`config.mk`:
```
export PLATFORM = sky130hd
export DESIGN_NAME = mrs_sequencer
export DESIGN_NICKNAME = d
export VERILOG_FILES = /design/src/rtl/mrs_pkg.sv /design/src/rtl/mrs_ceil_div.sv /design/src/rtl/mrs_field_encode.sv /design/src/rtl/mrs_lockout.sv /design/src/rtl/mrs_sequencer.sv
export SDC_FILE = /design/constraint.sdc
export NUM_CORES = 1
export LEC_CHECK = 0
export ABC_AREA = 1
export BUFFER_PORTS_ARGS = -buffer_cell sky130_fd_sc_hd__buf_4
export CORE_MARGIN = 4
export CORE_UTILIZATION = 47
export CTS_CLUSTER_SIZE = 14
export DETAILED_ROUTE_END_ITERATION = 10
export PLACE_DENSITY = 0.77
export REMOVE_ABC_BUFFERS = 1
export SLEW_MARGIN = 40
export SYNTH_ARGS = -nofsm -noshare
export SYNTH_HDL_FRONTEND = slang
export SYNTH_SLANG_ARGS = --single-unit
export TNS_END_PERCENT = 5
```
`constraint.sdc`:
```
create_clock -name clk -period 5.44 [get_ports clk]
set_input_delay 0.544 -clock clk [delete_from_list [all_inputs] [get_ports clk]]
set_output_delay 0.544 -clock clk [all_outputs]
set_load 0.005 [all_outputs]
```
`src/rtl/mrs_pkg.sv`:
```
package mrs_pkg;

  typedef enum logic [1:0] {
    ST_IDLE  = 2'd0,
    ST_CALC  = 2'd1,
    ST_ISSUE = 2'd2,
    ST_LOCK  = 2'd3
  } mrs_state_e;

  localparam logic [2:0] BL4_CODE = 3'b010;
  localparam logic [2:0] BL8_CODE = 3'b011;
  localparam logic [2:0] LAT_LO   = 3'd2;
  localparam logic [2:0] LAT_HI   = 3'd6;

  // Register word below the three reserved top bits
  typedef struct packed {
    logic       slow_exit;
    logic [2:0] wr_code;
    logic       dll_rst;
    logic       test_mode;
    logic [2:0] cl_code;
    logic       interleave;
    logic [2:0] bl_code;
  } mode_word_t;

endpackage

```
`src/rtl/mrs_ceil_div.sv`:
```
module mrs_ceil_div #(
  parameter int W  = 16,
  parameter int CW = 3
) (
  input  logic          clk,
  input  logic          rst_n,
  input  logic          start,
  input  logic [W-1:0]  dividend,
  input  logic [W-1:0]  divisor,
  output logic          fin,
  output logic [CW-1:0] quot
);

  localparam logic [CW-1:0] CAP = '1;

  logic [W-1:0]  rem_q, rem_d, dvs_q, dvs_d;
  logic [CW-1:0] cnt_q, cnt_d;
  logic          run_q, run_d;
  logic          step_en;

  assign fin     = run_q && ((rem_q == '0) || (cnt_q == CAP));
  assign quot    = cnt_q;
  assign step_en = start || run_q;

  always_comb begin
    rem_d = rem_q;
    dvs_d = dvs_q;
    cnt_d = cnt_q;
    run_d = run_q;
    if (start) begin
      rem_d = dividend;
      dvs_d = divisor;
      cnt_d = '0;
      run_d = 1'b1;
    end else if (run_q) begin
      if (fin) begin
        run_d = 1'b0;
      end else begin
        rem_d = (rem_q > dvs_q) ? (rem_q - dvs_q) : '0;
        cnt_d = cnt_q + 1'b1;
      end
    end
  end

  always_ff @(posedge clk or negedge rst_n) begin
    if (!rst_n) begin
      rem_q <= '0;
      dvs_q <= '0;
      cnt_q <= '0;
      run_q <= 1'b0;
    end else if (step_en) begin
      rem_q <= rem_d;
      dvs_q <= dvs_d;
      cnt_q <= cnt_d;
      run_q <= run_d;
    end
  end

  AST_DIV_REM_SHRINKS: assert property (@(posedge clk) disable iff (!rst_n)
    (run_q && !fin && !start && dvs_q != '0) |=> (rem_q < $past(rem_q)));

  AST_DIV_ENDS: assert property (@(posedge clk) disable iff (!rst_n)
    (fin && !start) |=> !run_q);

endmodule

```
`src/rtl/mrs_field_encode.sv`:
```
module mrs_field_encode
  import mrs_pkg::*;
(
  input  logic [3:0]  burst_len,
  input  logic        interleave,
  input  logic [2:0]  cas_lat,
  input  logic        dll_rst,
  input  logic        slow_exit,
  input  logic [2:0]  wr_cyc,
  output mode_word_t  word,
  output logic        fields_ok
);

  logic bl_ok, cl_ok, wr_ok;

  always_comb begin
    word            = '0;
    word.interleave = interleave;
    word.dll_rst    = dll_rst;
    word.slow_exit  = slow_exit;
    word.test_mode  = 1'b0;
    bl_ok           = 1'b1;
    case (burst_len)
      4'd4:    word.bl_code = BL4_CODE;
      4'd8:    word.bl_code = BL8_CODE;
      default: bl_ok = 1'b0;
    endcase
    cl_ok = (cas_lat >= LAT_LO) && (cas_lat <= LAT_HI);
    wr_ok = (wr_cyc  >= LAT_LO) && (wr_cyc  <= LAT_HI);
    if (cl_ok) word.cl_code = cas_lat;
    if (wr_ok) word.wr_code = wr_cyc - 3'd1;
    fields_ok = bl_ok && cl_ok && wr_ok;
  end

endmodule

```
`src/rtl/mrs_lockout.sv`:
```
module mrs_lockout #(
  parameter int TMRD = 2
) (
  input  logic clk,
  input  logic rst_n,
  input  logic start,
  output logic expire
);

  localparam int            CNTW = (TMRD > 2) ? $clog2(TMRD - 1) : 1;
  localparam logic [CNTW-1:0] LOAD = CNTW'(TMRD - 2);

  logic [CNTW-1:0] cnt_q, cnt_d;
  logic            act_q, act_d;
  logic            tick_en;

  assign expire  = act_q && (cnt_q == '0);
  assign tick_en = start || act_q;

  always_comb begin
    cnt_d = cnt_q;
    act_d = act_q;
    if (start) begin
      cnt_d = LOAD;
      act_d = 1'b1;
    end else if (act_q) begin
      if (cnt_q == '0) act_d = 1'b0;
      else             cnt_d = cnt_q - 1'b1;
    end
  end

  always_ff @(posedge clk or negedge rst_n) begin
    if (!rst_n) begin
      cnt_q <= '0;
      act_q <= 1'b0;
    end else if (tick_en) begin
      cnt_q <= cnt_d;
      act_q <= act_d;
    end
  end

  AST_LOCK_ONE_EXPIRE: assert property (@(posedge clk) disable iff (!rst_n)
    (expire && !start) |=> !expire);

endmodule

```
`src/rtl/mrs_sequencer.sv`:
```
module mrs_sequencer
  import mrs_pkg::*;
#(
  parameter int PS_W = 16,
  parameter int TMRD = 2
) (
  input  logic            clk,
  input  logic            rst_n,
  input  logic            req,
  input  logic [3:0]      burst_len,
  input  logic            interleave,
  input  logic [2:0]      cas_lat,
  input  logic            dll_rst,
  input  logic            slow_exit,
  input  logic [PS_W-1:0] twr_ps,
  input  logic [PS_W-1:0] tck_ps,
  input  logic            banks_idle,
  input  logic            cke,
  output logic            cs_n,
  output logic            ras_n,
  output logic            cas_n,
  output logic            we_n,
  output logic [2:0]      ba,
  output logic [15:0]     addr,
  output logic            busy,
  output logic            done,
  output logic            err
);

  localparam int CW = 3;

  logic [1:0]  rst_sync_q;
  logic        rst_int_n;
  mrs_state_e  state_q, state_d;
  logic        err_q, err_d, done_q, done_d;
  logic        accept, div_start, div_fin, lock_start, lock_expire, mode_ld;
  logic [CW-1:0] wr_cyc;
  logic [3:0]  bl_q;
  logic        il_q, dll_q, slow_q;
  logic [2:0]  cl_q;
  mode_word_t  word, mode_q;
  logic        fields_ok, issuing, mrs_cmd;

  always_ff @(posedge clk or negedge rst_n) begin
    if (!rst_n) rst_sync_q <= 2'b00;
    else        rst_sync_q <= {rst_sync_q[0], 1'b1};
  end
  assign rst_int_n = rst_sync_q[1];

  assign accept = (state_q == ST_IDLE) && req && banks_idle && cke;

  mrs_ceil_div #(.W(PS_W), .CW(CW)) u_div (
    .clk(clk), .rst_n(rst_int_n), .start(div_start),
    .dividend(twr_ps), .divisor(tck_ps), .fin(div_fin), .quot(wr_cyc)
  );

  mrs_field_encode u_enc (
    .burst_len(bl_q), .interleave(il_q), .cas_lat(cl_q), .dll_rst(dll_q),
    .slow_exit(slow_q), .wr_cyc(wr_cyc), .word(word), .fields_ok(fields_ok)
  );

  mrs_lockout #(.TMRD(TMRD)) u_lock (
    .clk(clk), .rst_n(rst_int_n), .start(lock_start), .expire(lock_expire)
  );

  always_comb begin
    state_d    = state_q;
    err_d      = 1'b0;
    done_d     = 1'b0;
    div_start  = 1'b0;
    lock_start = 1'b0;
    mode_ld    = 1'b0;
    case (state_q)
      ST_IDLE: begin
        if (accept) begin
          div_start = 1'b1;
          state_d   = ST_CALC;
        end else if (req) begin
          err_d = 1'b1;
        end
      end
      ST_CALC: begin
        if (div_fin) begin
          if (fields_ok) begin
            mode_ld = 1'b1;
            state_d = ST_ISSUE;
          end else begin
            err_d   = 1'b1;
            state_d = ST_IDLE;
          end
        end
      end
      ST_ISSUE: begin
        lock_start = 1'b1;
        state_d    = ST_LOCK;
      end
      ST_LOCK: begin
        if (lock_expire) begin
          done_d  = 1'b1;
          state_d = ST_IDLE;
        end
      end
      default: state_d = ST_IDLE;
    endcase
  end

  always_ff @(posedge clk or negedge rst_int_n) begin
    if (!rst_int_n) begin
      state_q <= ST_IDLE;
      err_q   <= 1'b0;
      done_q  <= 1'b0;
    end else begin
      state_q <= state_d;
      err_q   <= err_d;
      done_q  <= done_d;
    end
  end

  always_ff @(posedge clk or negedge rst_int_n) begin
    if (!rst_int_n) begin
      bl_q   <= '0;
      il_q   <= 1'b0;
      cl_q   <= '0;
      dll_q  <= 1'b0;
      slow_q <= 1'b0;
    end else if (accept) begin
      bl_q   <= burst_len;
      il_q   <= interleave;
      cl_q   <= cas_lat;
      dll_q  <= dll_rst;
      slow_q <= slow_exit;
    end
  end

  always_ff @(posedge clk or negedge rst_int_n) begin
    if (!rst_int_n)   mode_q <= '0;
    else if (mode_ld) mode_q <= word;
  end

  assign issuing = (state_q == ST_ISSUE);
  assign cs_n    = 1'b0;
  assign ras_n   = !issuing;
  assign cas_n   = !issuing;
  assign we_n    = !issuing;
  assign ba      = 3'b000;
  assign addr    = issuing ? {3'b000, mode_q} : 16'h0000;
  assign busy    = (state_q != ST_IDLE);
  assign done    = done_q;
  assign err     = err_q;

  assign mrs_cmd = !cs_n && !ras_n && !cas_n && !we_n;

  AST_MRS_SINGLE: assert property (@(posedge clk) disable iff (!rst_int_n)
    mrs_cmd |=> !mrs_cmd);

  AST_IDLE_NOP: assert property (@(posedge clk) disable iff (!rst_int_n)
    !busy |-> (ras_n && cas_n && we_n && addr == 16'h0000));

  AST_REFUSE_NOT_READY: assert property (@(posedge clk) disable iff (!rst_int_n)
    (req && !busy && !(banks_idle && cke)) |=> (err && !busy));

  AST_BL_LEGAL: assert property (@(posedge clk) disable iff (!rst_int_n)
    mrs_cmd |-> (addr[2:0] == 3'b010 || addr[2:0] == 3'b011));

  AST_CL_LEGAL: assert property (@(posedge clk) disable iff (!rst_int_n)
    mrs_cmd |-> (addr[6:4] >= 3'd2 && addr[6:4] <= 3'd6));

  AST_WR_LEGAL: assert property (@(posedge clk) disable iff (!rst_int_n)
    mrs_cmd |-> (addr[11:9] >= 3'd1 && addr[11:9] <= 3'd5));

  AST_NO_ERR_WITH_MRS: assert property (@(posedge clk) disable iff (!rst_int_n)
    !(err && mrs_cmd));

  AST_BUSY_AFTER_MRS: assert property (@(posedge clk) disable iff (!rst_int_n)
    mrs_cmd |=> busy);

  AST_DONE_SINGLE: assert property (@(posedge clk) disable iff (!rst_int_n)
    done |=> !done);

  AST_DONE_NOT_BUSY: assert property (@(posedge clk) disable iff (!rst_int_n)
    done |-> !busy);

endmodule

```
# After elaboration in Yosys (flattened, before gate mapping)
# Index checks and enable logic that the tools add are counted.
dict set report word_totals {
  register_bits 66
  input_bits 47
  wordCells 103
}
dict set report classes {
  addsub 4
  order_cmp 5
  eq_ne 10
  mux 39
  bitwise 1
  reduce_logical 23
}
# op n
set ops {}
lappend ops {{two-way mux 16 bit} 4}
lappend ops {{two-way mux 1 bit} 22}
lappend ops {{> comparator 16 bit} 1}
lappend ops {{logical NOT 16 bit} 1}
lappend ops {{subtractor 16 bit} 1}
lappend ops {{two-way mux 3 bit} 5}
lappend ops {{two-way mux 13 bit} 1}
lappend ops {{logical AND 1 bit} 9}
lappend ops {{two-way mux 2 bit} 4}
lappend ops {{one-hot mux 2 bit (4 select lines)} 1}
lappend ops {{>= comparator 3 x 2 -> 1 bit, second input constant} 2}
lappend ops {{less-or-equal comparator 3 bit, second input constant} 2}
lappend ops {{inequality test 2 bit, second input constant} 3}
lappend ops {{AND reduction 3 bit} 2}
lappend ops {{nonzero test 2 bit} 3}
lappend ops {{equality test 2 bit, second input constant} 2}
lappend ops {{equality test 4 x 3 -> 1 bit, second input constant} 1}
lappend ops {{equality test 4 bit, second input constant} 1}
lappend ops {{one-hot mux 2 bit (2 select lines)} 1}
lappend ops {{AND reduction 2 bit} 2}
lappend ops {{adder 3 x 1 -> 3 bit, second input constant} 1}
lappend ops {{equality test 3 bit, second input constant} 1}
lappend ops {{logical OR 1 bit} 3}
lappend ops {{subtractor 3 x 1 -> 3 bit, second input constant} 1}
lappend ops {{8 further kinds} 8}

# Logic depth before layout (Yosys ltp)
dict set report depth {
  depth_word 8
  mapped_depth 13
  ltp_nobuf 12
}

# By module
# From an unflattened synthesis, not the netlist that was laid out.
dict set report hier_totals {
  hier_cells 620
  area_unflattened_um2 4340.4
}
# mod n_inst cells_per_inst area_each_um2 seq_area_each_um2
set by_module_without_submodules {}
lappend by_module_without_submodules {mrs_ceil_div 1 427 2813.9 900.9}
lappend by_module_without_submodules {mrs_sequencer 1 155 1313.8 725.7}
lappend by_module_without_submodules {mrs_field_encode 1 36 183.9 0.0}
lappend by_module_without_submodules {mrs_lockout 1 2 28.8 25.0}

# Worst setup path before layout
# No wires, ideal clock.
dict set report synth_timing {
  kind {register to register}
  startpoint {register u_div.dvs_q[0]}
  endpoint {register u_div.rem_q[14]}
  setup_ns 0.065
  t_arrival_ns 1.758
  required_time_ns 5.375
  slack_ns 3.617
  stages_incl_launch_ff 13
  path_buffers 1
  cell_sequence {dfrtp_1 ha_1 fa_1 inv_1 nand3_1 nand3_1 nand2_1 nand2_1 nand2_1 nand2_2 buf_6 nand4_1 nand2_1}
}
dict set report synth_via {
  elab_chain_len 5
}
# item line_no
set synth_rtl {}
lappend synth_rtl {{start: declaration} mrs_ceil_div.sv:16} ;# logic [W-1:0] rem_q, rem_d, dvs_q, dvs_d;
lappend synth_rtl {{start signal: assignment} mrs_ceil_div.sv:53} ;# dvs_q <= dvs_d;
lappend synth_rtl {{subtractor 16 bit or > comparator 16 bit (tied branches)} mrs_ceil_div.sv:39} ;# rem_d = (rem_q > dvs_q) ? (rem_q - dvs_q) : '0;
lappend synth_rtl {{two-way mux 16 bit (*)} mrs_ceil_div.sv:39}
lappend synth_rtl {{two-way mux 16 bit (*)} mrs_ceil_div.sv:36} ;# if (fin) begin
lappend synth_rtl {{two-way mux 16 bit (*)} mrs_ceil_div.sv:35} ;# end else if (run_q) begin
lappend synth_rtl {{two-way mux 16 bit (*)} mrs_ceil_div.sv:30} ;# if (start) begin
lappend synth_rtl {{end signal: assignment} mrs_ceil_div.sv:52} ;# rem_q <= rem_d;
lappend synth_rtl {{end: declaration} mrs_ceil_div.sv:16}
# Mark *: on every way between the ends. The rest lies on a longest branch, timed or not. The select of a mux whose other input is x is not followed.
# A chain may end at the register's enable or synchronous reset.

# Final worst setup path
dict set report layout_timing {
  startpoint {register u_div.dvs_q[0]}
  endpoint {register u_div.rem_q[1]}
}
# Same word-level chain as after synthesis.

==> summary.txt <==
Seq. cell area -> 1600 um2
Detailed Place HPWL -> 6770 um
Worst Path Arrival -> 2.50 ns
Worst VDD drop -> 0.245 mV
Final Cycle Share -> 0.411
initial DRC count -> 114
initial core utilization -> 0.489
Setup crit start kind -> flip-flop
Clock Tree Buf Depth -> 2
Initial DRT Pass Iterations -> 5
total die area -> 10200 um2
via density per instance -> 4.90
core area -> 8340 um2
Site Rows -> 33
Worst-Margin Slew -> 0.664 ns
CP Data Required Time -> 5.70 ns
Inst Count DP -> 721
Yosys reg bits -> 64
post-synthesis instance total -> 570
final cell count without fillers -> 738
RSZ-0062 raised after global routing -> no
CTS Root Cell -> clkbuf_8
I/O pin cnt -> 73
Setup Buffers After CTS -> 0
Synth cell types -> 31
I/O Buffers -> 63
clk_lat worst skew -> 0.34 ns
class of the worst hold path -> reg2async
Post-synth EDFFs -> 0
Ys Warns -> 0
Final GP Congestion -> 0.944
Routed Wire Length -> 9120 um
Antenna Diode Count -> 0
GR Util All Layers -> 0.190
CTS tree -> done
total clock sinks -> 64
crit path kind -> reg2reg
status -> completed
# H-tree levels -> 3
Most used DFF post-synth -> dfrtp_1
post-route cell area -> 4730 um2
endpoints failing setup -> 0
synthesized area per cell -> 7.16 um2
minimum clock period -> 2.24 ns
crit end category -> flip-flop
final hold vios -> 0
Leakage Power -> 2.64 nW
skew final -> 0.00800 ns
initial antenna violation count -> 0
Pwr per Cell Area -> 530 nW/um2
largest net degree at the start of global routing -> 63
sequential area share after synthesis -> 0.392
die height -> 101 um
Multi-input gate area -> 1970 um2
mapped cell area -> 4080 um2
Die X -> 101 um
total congestion overflow -> 0
Place WS -> 3.20 ns
area added between synthesis and finish -> 16.0%
first-pass GRT wire length -> 15400 um
Max Clk Rate -> 447 MHz
post-placement cell area -> 4550 um2
residual DRC count -> 0
Pins Over Slew Limit -> 0
CTS Buf Count -> 9
Rel. slew slack -> 0.557
setup ws final -> 3.20 ns
r2r worst-path depth -> 11
hold_buf cts -> 1
Worst-path clk slew -> 0.08 ns
post-CTS sizing -> 0
total design power -> 0.00251 W
Nets -> 696
crit path max fanout -> 13
Layout fillers -> 808
antenna-violating nets left -> 0
fraction of layout cells with a size suffix above 1 -> 0.164
fraction of registers with async set/reset -> 1.00
setup_tns -> 0 ns
vias in the first global route -> 3462
wire length per cell -> 12.4 um
max cap viols -> 0
via count -> 3615
Yosys cell counts, types with 3 or more instances:
library cell	count	area (um2)
buf_4	11	82.6
inv_1	93	349
o21ai_2	9	78.8
and2_1	4	25.0
ha_1	20	250
xor2_1	5	43.8
nand2_1	182	683
dfrtp_1	64	1600
o21bai_1	3	22.5
buf_2	9	45.0
clkbuf_1	3	11.3
o21ai_0	26	130
a21oi_1	13	65.1
nand2_2	4	25.0
nor3_1	3	15.0
nand4_1	12	75.1
nor2_2	3	18.8
buf_6	4	45.0
nor2_1	43	161
nand3_1	43	215
logic make-up after synthesis:
| logic type | count (synthesis) | synth area share |
|---|---|---|
| xor+xnor | 7 | 0.0150 |
| fa+ha+maj | 21 | 0.0662 |
| compound gates | 55 | 0.0822 |
| buf+inv | 122 | 0.132 |
| other cells | 2 | 0.00184 |
| flops | 64 | 0.392 |
| simple gates | 299 | 0.310 |
routing by layer:
layer,track usage,share of wire,up-vias
met5,0,0,-
met4,0.0757,0.023,0
met3,0.0393,0.066,18
met2,0.320,0.47,103
met1,0.237,0.44,1640
li1,-,-,1854
final timing paths:
kind                                      from              end  slack, ns
max in group asynchronous        rst_sync_q[1]   u_div.dvs_q[1]       4.69
worst min-delay path             rst_sync_q[1]  u_div.dvs_q[13]       0.34
worst min register to register   rst_sync_q[1]  u_div.dvs_q[13]       0.34
worst max-delay path            u_div.dvs_q[0]   u_div.rem_q[1]       3.20
min in group clk                 rst_sync_q[0]    rst_sync_q[1]       0.37
worst max register to register  u_div.dvs_q[0]   u_div.rem_q[1]       3.20
layout make-up:
type,count,share of cell area
Clock buffer,9,0.0262
Tap cell,105,0.0277
Inverter,95,0.0756
Multi-Input combinational cell,392,0.416
Clock inverter,7,0.0100
Sequential cell,64,0.339
Timing Repair Buffer,66,0.106
worst max-delay path: stages (launching register included):
cell and delay, ns:
dfrtp_1 0.39, ha_1 0.24, fa_1 0.40, inv_1 0.10
nand3_1 0.07, nand3_1 0.16, nand2_1 0.08, nand2_1 0.09
nand2_1 0.07, nand2_2 0.23, nand2_1 0.15, o21ai_0 0.18
cells in the final DEF (no fill, tap or decap):
cell type      netlist  final
inv_1               93     93
nand3b_1             2      2
clkinv_2             0      4
o21bai_1             3      3
dlygate4sd3_1        0      1
buf_4               11     64
o22ai_1              1      1
a21boi_4             1      1
ha_1                20     20
a22oi_1              1      1
nand2_2              4      4
o21ai_0             26     26
inv_6                0      1
dfrtp_2              0      1
xor2_1               5      5
nand3_2              2      2
o21ai_2              9      9
nor2_2               3      3
and2_1               4      4
a31oi_1              1      1
nand2_1            182    182
clkbuf_8             0      9
nor2_1              43     43
nor3_1               3      3
nand4_1             12     12
nor2_4               1      1
clkinv_4             0      1
fa_1                 1      1
nand3_1             43     43
conb_1               2     10
a21oi_1             13     13
inv_2                2      1
clkinvlp_4           0      2
xnor2_1              2      2
dfrtp_1             64     63
buf_6                4      1
where the power goes:
part,internal (W),switching (W)
sequential,0.000648,0.0000971
combinational,0.000510,0.000889
clock,0.000165,0.000199
total,0.00132,0.00118
stage by stage:
stage | utilization | hold slack [ns]
floorplan | - | 0.248
global placement | 0.545 | 0.328
detailed placement | 0.545 | 0.328
CTS | 0.567 | 0.373
global route | 0.568 | 0.379
finish | 0.568 | 0.344
sequential cells by signal, indices dropped and copies added (netlist names), named ones only:
| signal | flops |
|---|---|
| u_div.rem_q | 16 |
| bl_q | 4 |
| done | 1 |
| u_lock.act_q | 1 |
| mode_q | 11 |
| dll_q | 1 |
| slow_q | 1 |
| u_div.quot | 3 |
| u_div.dvs_q | 16 |
| u_div.run_q | 1 |
| cl_q | 3 |
| il_q | 1 |
| state_q | 1 |
| err | 1 |
| rst_sync_q | 2 |
No activity file was read; power rests on OpenSTA's default activity.
